--- src/rtl/lsd_pkg.sv ---
package lsd_pkg;
  localparam int SYM_W = 5;

  localparam logic [SYM_W-1:0] SYM_QUIET = 5'b00000;
  localparam logic [SYM_W-1:0] SYM_HALT  = 5'b00100;
  localparam logic [SYM_W-1:0] SYM_IDLE  = 5'b11111;
  localparam logic [SYM_W-1:0] SYM_J     = 5'b11000;
  localparam logic [SYM_W-1:0] SYM_K     = 5'b10001;

  typedef enum logic [2:0] {
    LS_UNK    = 3'd0,
    LS_NOSIG  = 3'd1,
    LS_MASTER = 3'd2,
    LS_HALT   = 3'd3,
    LS_QUIET  = 3'd4,
    LS_NOISE  = 3'd5,
    LS_OTHER  = 3'd6
  } line_state_e;

  typedef enum logic [2:0] {
    PC_HQ    = 3'd0,
    PC_HH    = 3'd1,
    PC_QQ    = 3'd2,
    PC_NOISE = 3'd3,
    PC_OTHER = 3'd4
  } pair_class_e;

  function automatic logic sym_known(input logic [SYM_W-1:0] s);
    return (s == SYM_QUIET) || (s == SYM_HALT) || (s == SYM_IDLE) ||
           (s == SYM_J) || (s == SYM_K);
  endfunction
endpackage

--- src/rtl/lsd_pair_classify.sv ---
module lsd_pair_classify
  import lsd_pkg::*;
(
  input  logic [2*SYM_W-1:0] pair,
  output pair_class_e        cls
);
  logic [1:0] known, is_q, is_h;

  for (genvar s = 0; s < 2; s++) begin : g_sym
    logic [SYM_W-1:0] sym;
    assign sym      = pair[s*SYM_W +: SYM_W];
    assign known[s] = sym_known(sym);
    assign is_q[s]  = (sym == SYM_QUIET);
    assign is_h[s]  = (sym == SYM_HALT);
  end

  // index 1 = first symbol (upper bits), index 0 = second symbol
  always_comb begin
    if (!(&known))               cls = PC_NOISE;
    else if (is_h[1] && is_q[0]) cls = PC_HQ;
    else if (is_h[1] && is_h[0]) cls = PC_HH;
    else if (is_q[1] && is_q[0]) cls = PC_QQ;
    else                         cls = PC_OTHER;
  end
endmodule

--- src/rtl/lsd_run_counter.sv ---
module lsd_run_counter
  import lsd_pkg::*;
#(
  parameter int CNT_W = 5
) (
  input  logic             clk,
  input  logic             rst_n,
  input  logic             clear,
  input  logic             step,
  input  pair_class_e      cls,
  output logic [CNT_W-1:0] run_len
);
  localparam logic [CNT_W-1:0] CNT_MAX = {CNT_W{1'b1}};

  logic             have_q;
  pair_class_e      cls_q;
  logic [CNT_W-1:0] cnt_q;
  logic             same;

  assign same    = have_q && (cls == cls_q);
  assign run_len = !same ? CNT_W'(1) :
                   (cnt_q == CNT_MAX) ? CNT_MAX : cnt_q + CNT_W'(1);

  always_ff @(posedge clk) begin
    if (!rst_n || clear) begin
      have_q <= 1'b0;
      cls_q  <= PC_NOISE;
      cnt_q  <= '0;
    end else if (step) begin
      have_q <= 1'b1;
      cls_q  <= cls;
      cnt_q  <= run_len;
    end
  end

  // a class change restarts the run at one
  assert_restart_R10: assert property (@(posedge clk) disable iff (!rst_n)
    (step && !clear && !same) |=> (cnt_q == CNT_W'(1)));

  // saturation, never wrap
  assert_saturate_R10: assert property (@(posedge clk) disable iff (!rst_n)
    (step && !clear && same && cnt_q == CNT_MAX) |=> (cnt_q == CNT_MAX));
endmodule

--- src/rtl/lsd_state_fsm.sv ---
module lsd_state_fsm
  import lsd_pkg::*;
#(
  parameter int CNT_W      = 5,
  parameter int MASTER_RUN = 8,
  parameter int HALT_RUN   = 8,
  parameter int QUIET_RUN  = 8,
  parameter int NOISE_RUN  = 16,
  parameter int OTHER_RUN  = 4
) (
  input  logic             clk,
  input  logic             rst_n,
  input  logic             run_en,
  input  logic             sig_det,
  input  logic             step,
  input  pair_class_e      cls,
  input  logic [CNT_W-1:0] run_len,
  output line_state_e      line_state,
  output logic             state_chg
);
  line_state_e      cur_q, nxt;
  logic             chg_q;
  logic [CNT_W-1:0] thr;
  line_state_e      target;
  logic             fits;

  always_comb begin
    case (cls)
      PC_HQ:    begin thr = CNT_W'(MASTER_RUN); target = LS_MASTER; end
      PC_HH:    begin thr = CNT_W'(HALT_RUN);   target = LS_HALT;   end
      PC_QQ:    begin thr = CNT_W'(QUIET_RUN);  target = LS_QUIET;  end
      PC_NOISE: begin thr = CNT_W'(NOISE_RUN);  target = LS_NOISE;  end
      default:  begin thr = CNT_W'(OTHER_RUN);  target = LS_OTHER;  end
    endcase
  end

  // the accepted pair is consistent with the current state
  always_comb begin
    case (cur_q)
      LS_MASTER: fits = (cls == PC_HQ);
      LS_HALT:   fits = (cls == PC_HH);
      LS_QUIET:  fits = (cls == PC_QQ);
      LS_NOISE:  fits = (cls == PC_NOISE);
      LS_OTHER:  fits = (cls == PC_OTHER);
      LS_UNK:    fits = 1'b1;
      default:   fits = 1'b0;
    endcase
  end

  always_comb begin
    nxt = cur_q;
    if (!run_en)                nxt = LS_UNK;
    else if (!sig_det)          nxt = LS_NOSIG;
    else if (step) begin
      if (run_len >= thr)       nxt = target;
      else if (!fits)           nxt = LS_UNK;
    end
  end

  always_ff @(posedge clk) begin
    if (!rst_n) begin
      cur_q <= LS_UNK;
      chg_q <= 1'b0;
    end else begin
      cur_q <= nxt;
      chg_q <= (nxt != cur_q);
    end
  end

  assign line_state = cur_q;
  assign state_chg  = chg_q;

  assert_runoff_unknown_R2: assert property (@(posedge clk) disable iff (!rst_n)
    !run_en |=> (line_state == LS_UNK));

  assert_nosig_R3: assert property (@(posedge clk) disable iff (!rst_n)
    (run_en && !sig_det) |=> (line_state == LS_NOSIG));

  // run lengths are all at least 2, so a foreign pair cannot lock at once
  assert_mismatch_unknown_R9: assert property (@(posedge clk) disable iff (!rst_n)
    (run_en && sig_det && step && cur_q != LS_UNK && !fits) |=> (line_state == LS_UNK));

  assert_gap_holds_R10: assert property (@(posedge clk) disable iff (!rst_n)
    (run_en && sig_det && !step) |=> $stable(line_state));

  assert_pulse_on_change_R11: assert property (@(posedge clk) disable iff (!rst_n)
    state_chg |-> (line_state != $past(line_state)));

  assert_hold_no_pulse_R11: assert property (@(posedge clk) disable iff (!rst_n)
    !state_chg |-> $stable(line_state));
endmodule

--- src/rtl/pair_linestate_detector.sv ---
module pair_linestate_detector
  import lsd_pkg::*;
#(
  parameter int MASTER_RUN = 8,
  parameter int HALT_RUN   = 8,
  parameter int QUIET_RUN  = 8,
  parameter int NOISE_RUN  = 16,
  parameter int OTHER_RUN  = 4
) (
  input  logic         clk,
  input  logic         rst_n,
  input  logic         run_en,
  input  logic         sig_det,
  input  logic         pair_valid,
  output logic         pair_ready,
  input  logic [9:0]   pair_data,
  output logic [2:0]   line_state,
  output logic         state_chg
);
  localparam int MAX_AB  = (MASTER_RUN > HALT_RUN) ? MASTER_RUN : HALT_RUN;
  localparam int MAX_CD  = (QUIET_RUN > NOISE_RUN) ? QUIET_RUN : NOISE_RUN;
  localparam int MAX_ABCD = (MAX_AB > MAX_CD) ? MAX_AB : MAX_CD;
  localparam int MAX_RUN = (MAX_ABCD > OTHER_RUN) ? MAX_ABCD : OTHER_RUN;
  localparam int CNT_W   = $clog2(MAX_RUN + 1);

  logic             live, step;
  pair_class_e      cls;
  logic [CNT_W-1:0] run_len;
  line_state_e      ls;

  assign pair_ready = 1'b1;
  assign live       = run_en & sig_det;
  assign step       = pair_valid & pair_ready & live;

  lsd_pair_classify u_classify (
    .pair (pair_data),
    .cls  (cls)
  );

  lsd_run_counter #(.CNT_W(CNT_W)) u_run (
    .clk     (clk),
    .rst_n   (rst_n),
    .clear   (~live),
    .step    (step),
    .cls     (cls),
    .run_len (run_len)
  );

  lsd_state_fsm #(
    .CNT_W(CNT_W), .MASTER_RUN(MASTER_RUN), .HALT_RUN(HALT_RUN),
    .QUIET_RUN(QUIET_RUN), .NOISE_RUN(NOISE_RUN), .OTHER_RUN(OTHER_RUN)
  ) u_fsm (
    .clk        (clk),
    .rst_n      (rst_n),
    .run_en     (run_en),
    .sig_det    (sig_det),
    .step       (step),
    .cls        (cls),
    .run_len    (run_len),
    .line_state (ls),
    .state_chg  (state_chg)
  );

  assign line_state = ls;
endmodule

--- config.mk ---
export PLATFORM = sky130hd
export DESIGN_NAME = pair_linestate_detector
export DESIGN_NICKNAME = d
export VERILOG_FILES = /design/src/rtl/lsd_pkg.sv /design/src/rtl/lsd_pair_classify.sv /design/src/rtl/lsd_run_counter.sv /design/src/rtl/lsd_state_fsm.sv /design/src/rtl/pair_linestate_detector.sv
export SDC_FILE = /design/constraint.sdc
export NUM_CORES = 1
export LEC_CHECK = 0
export ABC_AREA = 0
export BUFFER_PORTS_ARGS = -buffer_cell sky130_fd_sc_hd__buf_2
export CORE_MARGIN = 4
export CORE_UTILIZATION = 45
export CTS_CLUSTER_DIAMETER = 120
export CTS_CLUSTER_SIZE = 24
export DETAILED_ROUTE_END_ITERATION = 12
export PLACE_DENSITY = 0.69
export SYNTH_ARGS = -nofsm -noshare
export SYNTH_HDL_FRONTEND = slang
export SYNTH_SLANG_ARGS = --single-unit
--- constraint.sdc ---
create_clock -name clk -period 4.6 [get_ports clk]
set_clock_uncertainty 0.15 [all_clocks]
set_input_delay 0.23 -clock clk [delete_from_list [all_inputs] [get_ports clk]]
set_output_delay 0.23 -clock clk [all_outputs]
set_load 0.03 [all_outputs]
# Word-level counts from Yosys, hierarchy flattened
# Cells that the tools add are included.
[classes] add_sub_neg=1 magnitude_cmp=1 n_eq_ne=20 muxes=14 n_bitwise=3 reduce_logical=20
[ops] cell="5-bit equality test, second input constant" count=7
[ops] cell="3-bit two-way mux" count=9
[ops] cell="3-bit by 2-bit equality test with 1-bit output, second input constant" count=4
[ops] cell="3-bit equality test, second input constant" count=4
[ops] cell="3-bit one-hot mux with 4 select lines" count=1
[ops] cell="5-bit by 3-bit equality test with 1-bit output, second input constant" count=2
[ops] cell="5-bit logical NOT" count=2
[ops] cell="5-bit two-way mux" count=2
[ops] cell="5-bit one-hot mux with 2 select lines" count=1
[ops] cell="1-bit logical OR" count=9
[ops] cell="3-bit logical NOT" count=2
[ops] cell="1-bit one-hot mux with 6 select lines" count=1
[ops] cell="5-bit by 1-bit adder with 5-bit output, second input constant" count=1
[ops] cell="5-bit >= comparator" count=1
[ops] cell="1-bit logical AND" count=4
[ops] cell="3-bit by 1-bit equality test with 1-bit output, second input constant" count=1
[ops] cell="3-bit equality test" count=1
[ops] cell="3-bit inequality test" count=1
[ops] cell="3-bit OR reduction" count=1
[ops] cell="1-bit bitwise AND" count=2
[ops] cell="2-bit AND reduction" count=1
[ops] cell="1-bit logical NOT" count=1
[ops] cell="1-bit inverter" count=1
[word_totals] ff_bits=13 input_bits=15 output_inout_bits=5 word_cells=64

# Longest topological paths before layout
[logic_depth] depth_word=16 mapped_depth=16 depth_no_buf=14

# By module
# From an unflattened synthesis, not the netlist that was laid out.
[hier_totals] cells_unflattened=138 area_unflattened_um2=1092.3
[modules_own_cells] mod="lsd_run_counter" n_inst=1 cells_each=54 area_each_um2=460.4 seq_area_each_um2=180.2
[modules_own_cells] mod="lsd_state_fsm" n_inst=1 cells_each=62 area_each_um2=455.4 seq_area_each_um2=80.1
[modules_own_cells] mod="lsd_pair_classify" n_inst=1 cells_each=18 area_each_um2=155.1 seq_area_each_um2=0.0
[modules_own_cells] mod="pair_linestate_detector" n_inst=1 cells_each=4 area_each_um2=21.3 seq_area_each_um2=0.0

# Worst setup path before layout
# No wires, ideal clock.
[synth_timing] path_type="input port to flip-flop" start="input port pair_data[2]" end="register u_fsm.chg_q, in the netlist u_fsm.state_chg" setup_ps=120 arrival_time_ps=3253 required_ps=4330 setup_slack_ps=1077 cell_stages=16 cell_sequence="buf_6 nor3_1 o21ai_1 a221oi_4 mux2_4 and3_4 buf_6 a21boi_0 ha_1 nor2b_1 o21ai_0 nand2b_1 and2_1 a221o_2 mux2i_1 o31a_1"
[synth_via] elab_chain_cells=16 elab_cells_between_ends=36 cone_classes="order compare (1); eq/ne (10); mux (13); reduce/logical (12)"
[synth_rtl] element="start, declared" line="pair_linestate_detector.sv:16" source="input logic [9:0] pair_data,"
[synth_rtl] element="5-bit by 3-bit equality test with 1-bit output / 5-bit logical NOT (equally long branches)" line="lsd_pkg.sv:29, lsd_pair_classify.sv:14, lsd_pair_classify.sv:13"
[synth_rtl] element="1-bit logical OR (3 in a row)" line="lsd_pkg.sv:29" source="return (s == SYM_QUIET) || (s == SYM_HALT) || (s == SYM_IDLE) ||"
[synth_rtl] element="1-bit logical OR" line="lsd_pkg.sv:30" source="(s == SYM_J) || (s == SYM_K);"
[synth_rtl] element="2-bit AND reduction" line="lsd_pair_classify.sv:19" source="if (!(&known)) cls = PC_NOISE;"
[synth_rtl] element="3-bit two-way mux (*)" line="lsd_pair_classify.sv:19"
[synth_rtl] element="3-bit equality test (*)" line="lsd_run_counter.sv:20" source="assign same = have_q && (cls == cls_q);"
[synth_rtl] element="1-bit logical AND (*)" line="lsd_run_counter.sv:20"
[synth_rtl] element="5-bit two-way mux (*)" line="lsd_run_counter.sv:21" source="assign run_len = !same ? CNT_W'(1) :"
[synth_rtl] element="via run_len[3]" line="pair_linestate_detector.sv:28" source="logic [CNT_W-1:0] run_len;"
[synth_rtl] element="5-bit >= comparator (*)" line="lsd_state_fsm.sv:55" source="if (run_len >= thr) nxt = target;"
[synth_rtl] element="3-bit two-way mux (*)" line="lsd_state_fsm.sv:55"
[synth_rtl] element="3-bit two-way mux (*)" line="lsd_state_fsm.sv:54" source="else if (step) begin"
[synth_rtl] element="3-bit two-way mux (*)" line="lsd_state_fsm.sv:53" source="else if (!sig_det) nxt = LS_NOSIG;"
[synth_rtl] element="3-bit two-way mux (*)" line="lsd_state_fsm.sv:52" source="if (!run_en) nxt = LS_UNK;"
[synth_rtl] element="3-bit inequality test (*)" line="lsd_state_fsm.sv:66" source="chg_q <= (nxt != cur_q);"
[synth_rtl] element="end signal, assigned" line="lsd_state_fsm.sv:66"
[synth_rtl] element="end, declared" line="lsd_state_fsm.sv:22" source="logic chg_q;"
# The timed path passes the listed nets; every way through them passes the cells marked *.
# A chain may end at the register's enable or synchronous reset.

# Final worst setup path
# Ends and elaborated chain as after synthesis.

==> impl_metrics.yaml <==
run_status:
  outcome: "finished clean"
cts:
  cts_setup_buffers: 0
  ctsHtreeMaxLevel: 1
  clk_latency_ns: 0.28
  cts.sinks: 13
  clk_pin_slew_ns: 0.09
  cts_resized: 0
  cts_tree: "built"
  cts_root_buf: "clkbuf_4"
  cts-buffers-inserted: 3
  cts.path.max_buffers: 2
  cts_hold_buf: 0
critical_path:
  crit_type: "primary input to flip-flop"
  crit_path_max_fanout: 10
  r2r-start: "u_run.cls_q[1]$_SDFFE_PP1P_"
  cp-end-kind: "flip-flop"
  crit_path_start: "pair_data[2]"
  critPathLaunchType: "primary input"
  required_ns: 4.62
  rrSetupSlack_ns: 1.14
  arrival_ns: 3.54
placement:
  place.detailed.hpwl_mm: 2.01
  port_buffers: 18
  globalplace.congestion: 0.857
timing:
  rsz0062_at_grt: "no"
  finalSetupViolations: 0
  slew_viol_final: 0
  finalHoldViolations: 0
  finalCritPeriodShare_pct: 76.5
  max_freq_mhz: 284
  finalCriticalPeriod_ns: 3.52
  finalSetupTns_ns: 0
global_route:
  grt_usage_pct: 17.0
  grt_pass1_vias: 1032
  grt-ovfl-total: 0
  grt_max_degree: 13
  grt_pass1_wl_mm: 4.62
  antenna_found_initial: 0
drt:
  ant_nets: 0
  drt_iter0_markers: 27
  route.detailed.drc: 0
  num_vias: 1104
  post_drt_wl_per_cell_um: 14.6
  wirelength_mm: 2.65
  routed_via_density: 6.07
  dr.pass1.iters: 4
power_and_ir_drop:
  vdd_drop_max_uv: 156
  cellLeakagePower_nw: 0.495
  powerDensity_mw_per_mm2: 192
die:
  ioPinCount: 20
  dieArea_mm2: 0.00337
  start_util_pct: 49.0
  coreArea_mm2: 0.00230
  die_h_um: 58.0
  die_x_um: 58.0
  row_count: 17
worst_hold_path:
  holdCritPathClass: "primary input to flip-flop"
  hp-start: "rst_n"
synthesis:
  netlist-cell-type-count: 49
  synth_top_area_share_pct: 23.1
  ys_seq_area_share_pct: 23.1
  yosysTopAreaCell: "dfxtp_1"
  ys_async_sr_fraction_pct: 0
  syn_inst: 140
  yosysWarnings: 0
  syn_area_per_cell_um2: 8.04
  synth_area_mm2: 0.00113
  ys_top_cells_by_area: "dfxtp_1 (23%), nor2_1 (4.7%), ha_1 (4.4%)"
  synth.ff_latch_count: 13
  ys.flop_type: "dfxtp_1"
  synth-edff-count: 0
  syn-num-nets: 159
cells_and_area:
  final_common_cell: "buf_2"
  fin_util_pct: 53.1
  diodes: 0
  layout_common_cells: "buf_2 (18), nor2_1 (14), dfxtp_1 (13)"
  drive_gt1_share_pct: 22.7
  area_growth_pct: 8.33
  nets: 174
  nFillCells: 234
run:
  cap_violations: 0
cell usage after synthesis, drive strengths merged, types with 2 or more instances:
master  count
o21ai       7
buf         6
nor3        7
nand2      11
a211o       3
a21oi       8
and2        3
nor2       14
and3        8
o22ai       2
nand4       3
mux2i       4
nand3       8
ha          4
o31ai       3
nor2b       2
xor2        2
dfxtp      13
inv         3
a211oi      2
a21boi      4
clkbuf      2
a41oi       3
flip-flops by register name, indices dropped and copies added, names as in the netlist:
name              flops
u_fsm.line_state      3
u_fsm.state_chg       1
u_run.cnt_q           5
u_run.cls_q           3
u_run.have_q          1
where the power goes:
part	total (W)	internal, W	switching (W)	leakage [nW]
Clock	0.0000722	0.0000322	0.0000400	0.0177
Combinational	0.0000451	0.0000163	0.0000288	0.372
Sequential	0.000117	0.000114	0.00000263	0.105
Total	0.000234	0.000163	0.0000714	0.495
routing by layer:
metal	share of wire (%)	wire [µm]	track usage, %	vias up
li1	-	-	-	558
met1	47	1240	22.0	514
met2	47	1250	28.4	28
met3	4.8	128	4.01	4
met4	1.1	29	4.30	0
met5	0	0	0	-
final cells by class:
type                    count  area, µm²  share of cell area, %
repair buffers             18       90.1                   7.38
clock inverters             1       5.00                  0.410
multi-input cells         116        796                   65.2
well taps                  28       35.0                   2.87
clock buffers               3       22.5                   1.85
flip-flops and latches     13        260                   21.3
inverters                   3       11.3                  0.923
stage by stage:
step / std cells / setup slack, ns / area (µm²) / power [W] / hold slack [ns]
after floorplan: 140 / 1.08 / 1130 / 0.000150 / 0.208
after global placement: 178 / 0.974 / 1190 / 0.000163 / 0.317
after detailed placement: 178 / 0.801 / 1190 / 0.000164 / 0.327
after CTS: 182 / 1.07 / 1220 / 0.000236 / 0.0575
after global routing: 182 / 0.761 / 1220 / 0.000246 / 0.0621
final: 182 / 1.08 / 1220 / 0.000234 / 0.0574
worst paths after layout:
| kind | to | cells after the start |
|---|---|---|
| setup / recovery | u_fsm.state_chg$_SDFF_PN0_ | 15 |
| hold / removal | u_fsm.state_chg$_SDFF_PN0_ | 2 |
| setup reg to reg | u_fsm.state_chg$_SDFF_PN0_ | 14 |
| hold reg to reg | u_run.cnt_q[1]$_SDFFE_PP0P_ | 2 |
worst max-delay path, stage by stage:
cell and delay [ns]:
buf_2 0.16, nor3_1 0.20, o21ai_1 0.14, a221oi_4 0.44, mux2_4 0.25, and3_4 0.23
a21boi_0 0.31, ha_1 0.30, nor2b_1 0.13, o21ai_0 0.14, nand2b_1 0.12, a41o_2 0.28
o21ai_1 0.22, a32oi_1 0.13, o31a_1 0.28
cells by family after synthesis:
group | Yosys count | share of synthesized area (%)
simple gates | 61 | 30.1
compound gates | 43 | 29.3
flops | 13 | 23.1
buf+inv | 11 | 6.22
mux | 5 | 4.89
fa+ha+maj | 4 | 4.44
xor+xnor | 2 | 1.56
other cells | 1 | 0.333
No activity file was read; power rests on OpenSTA's default activity.
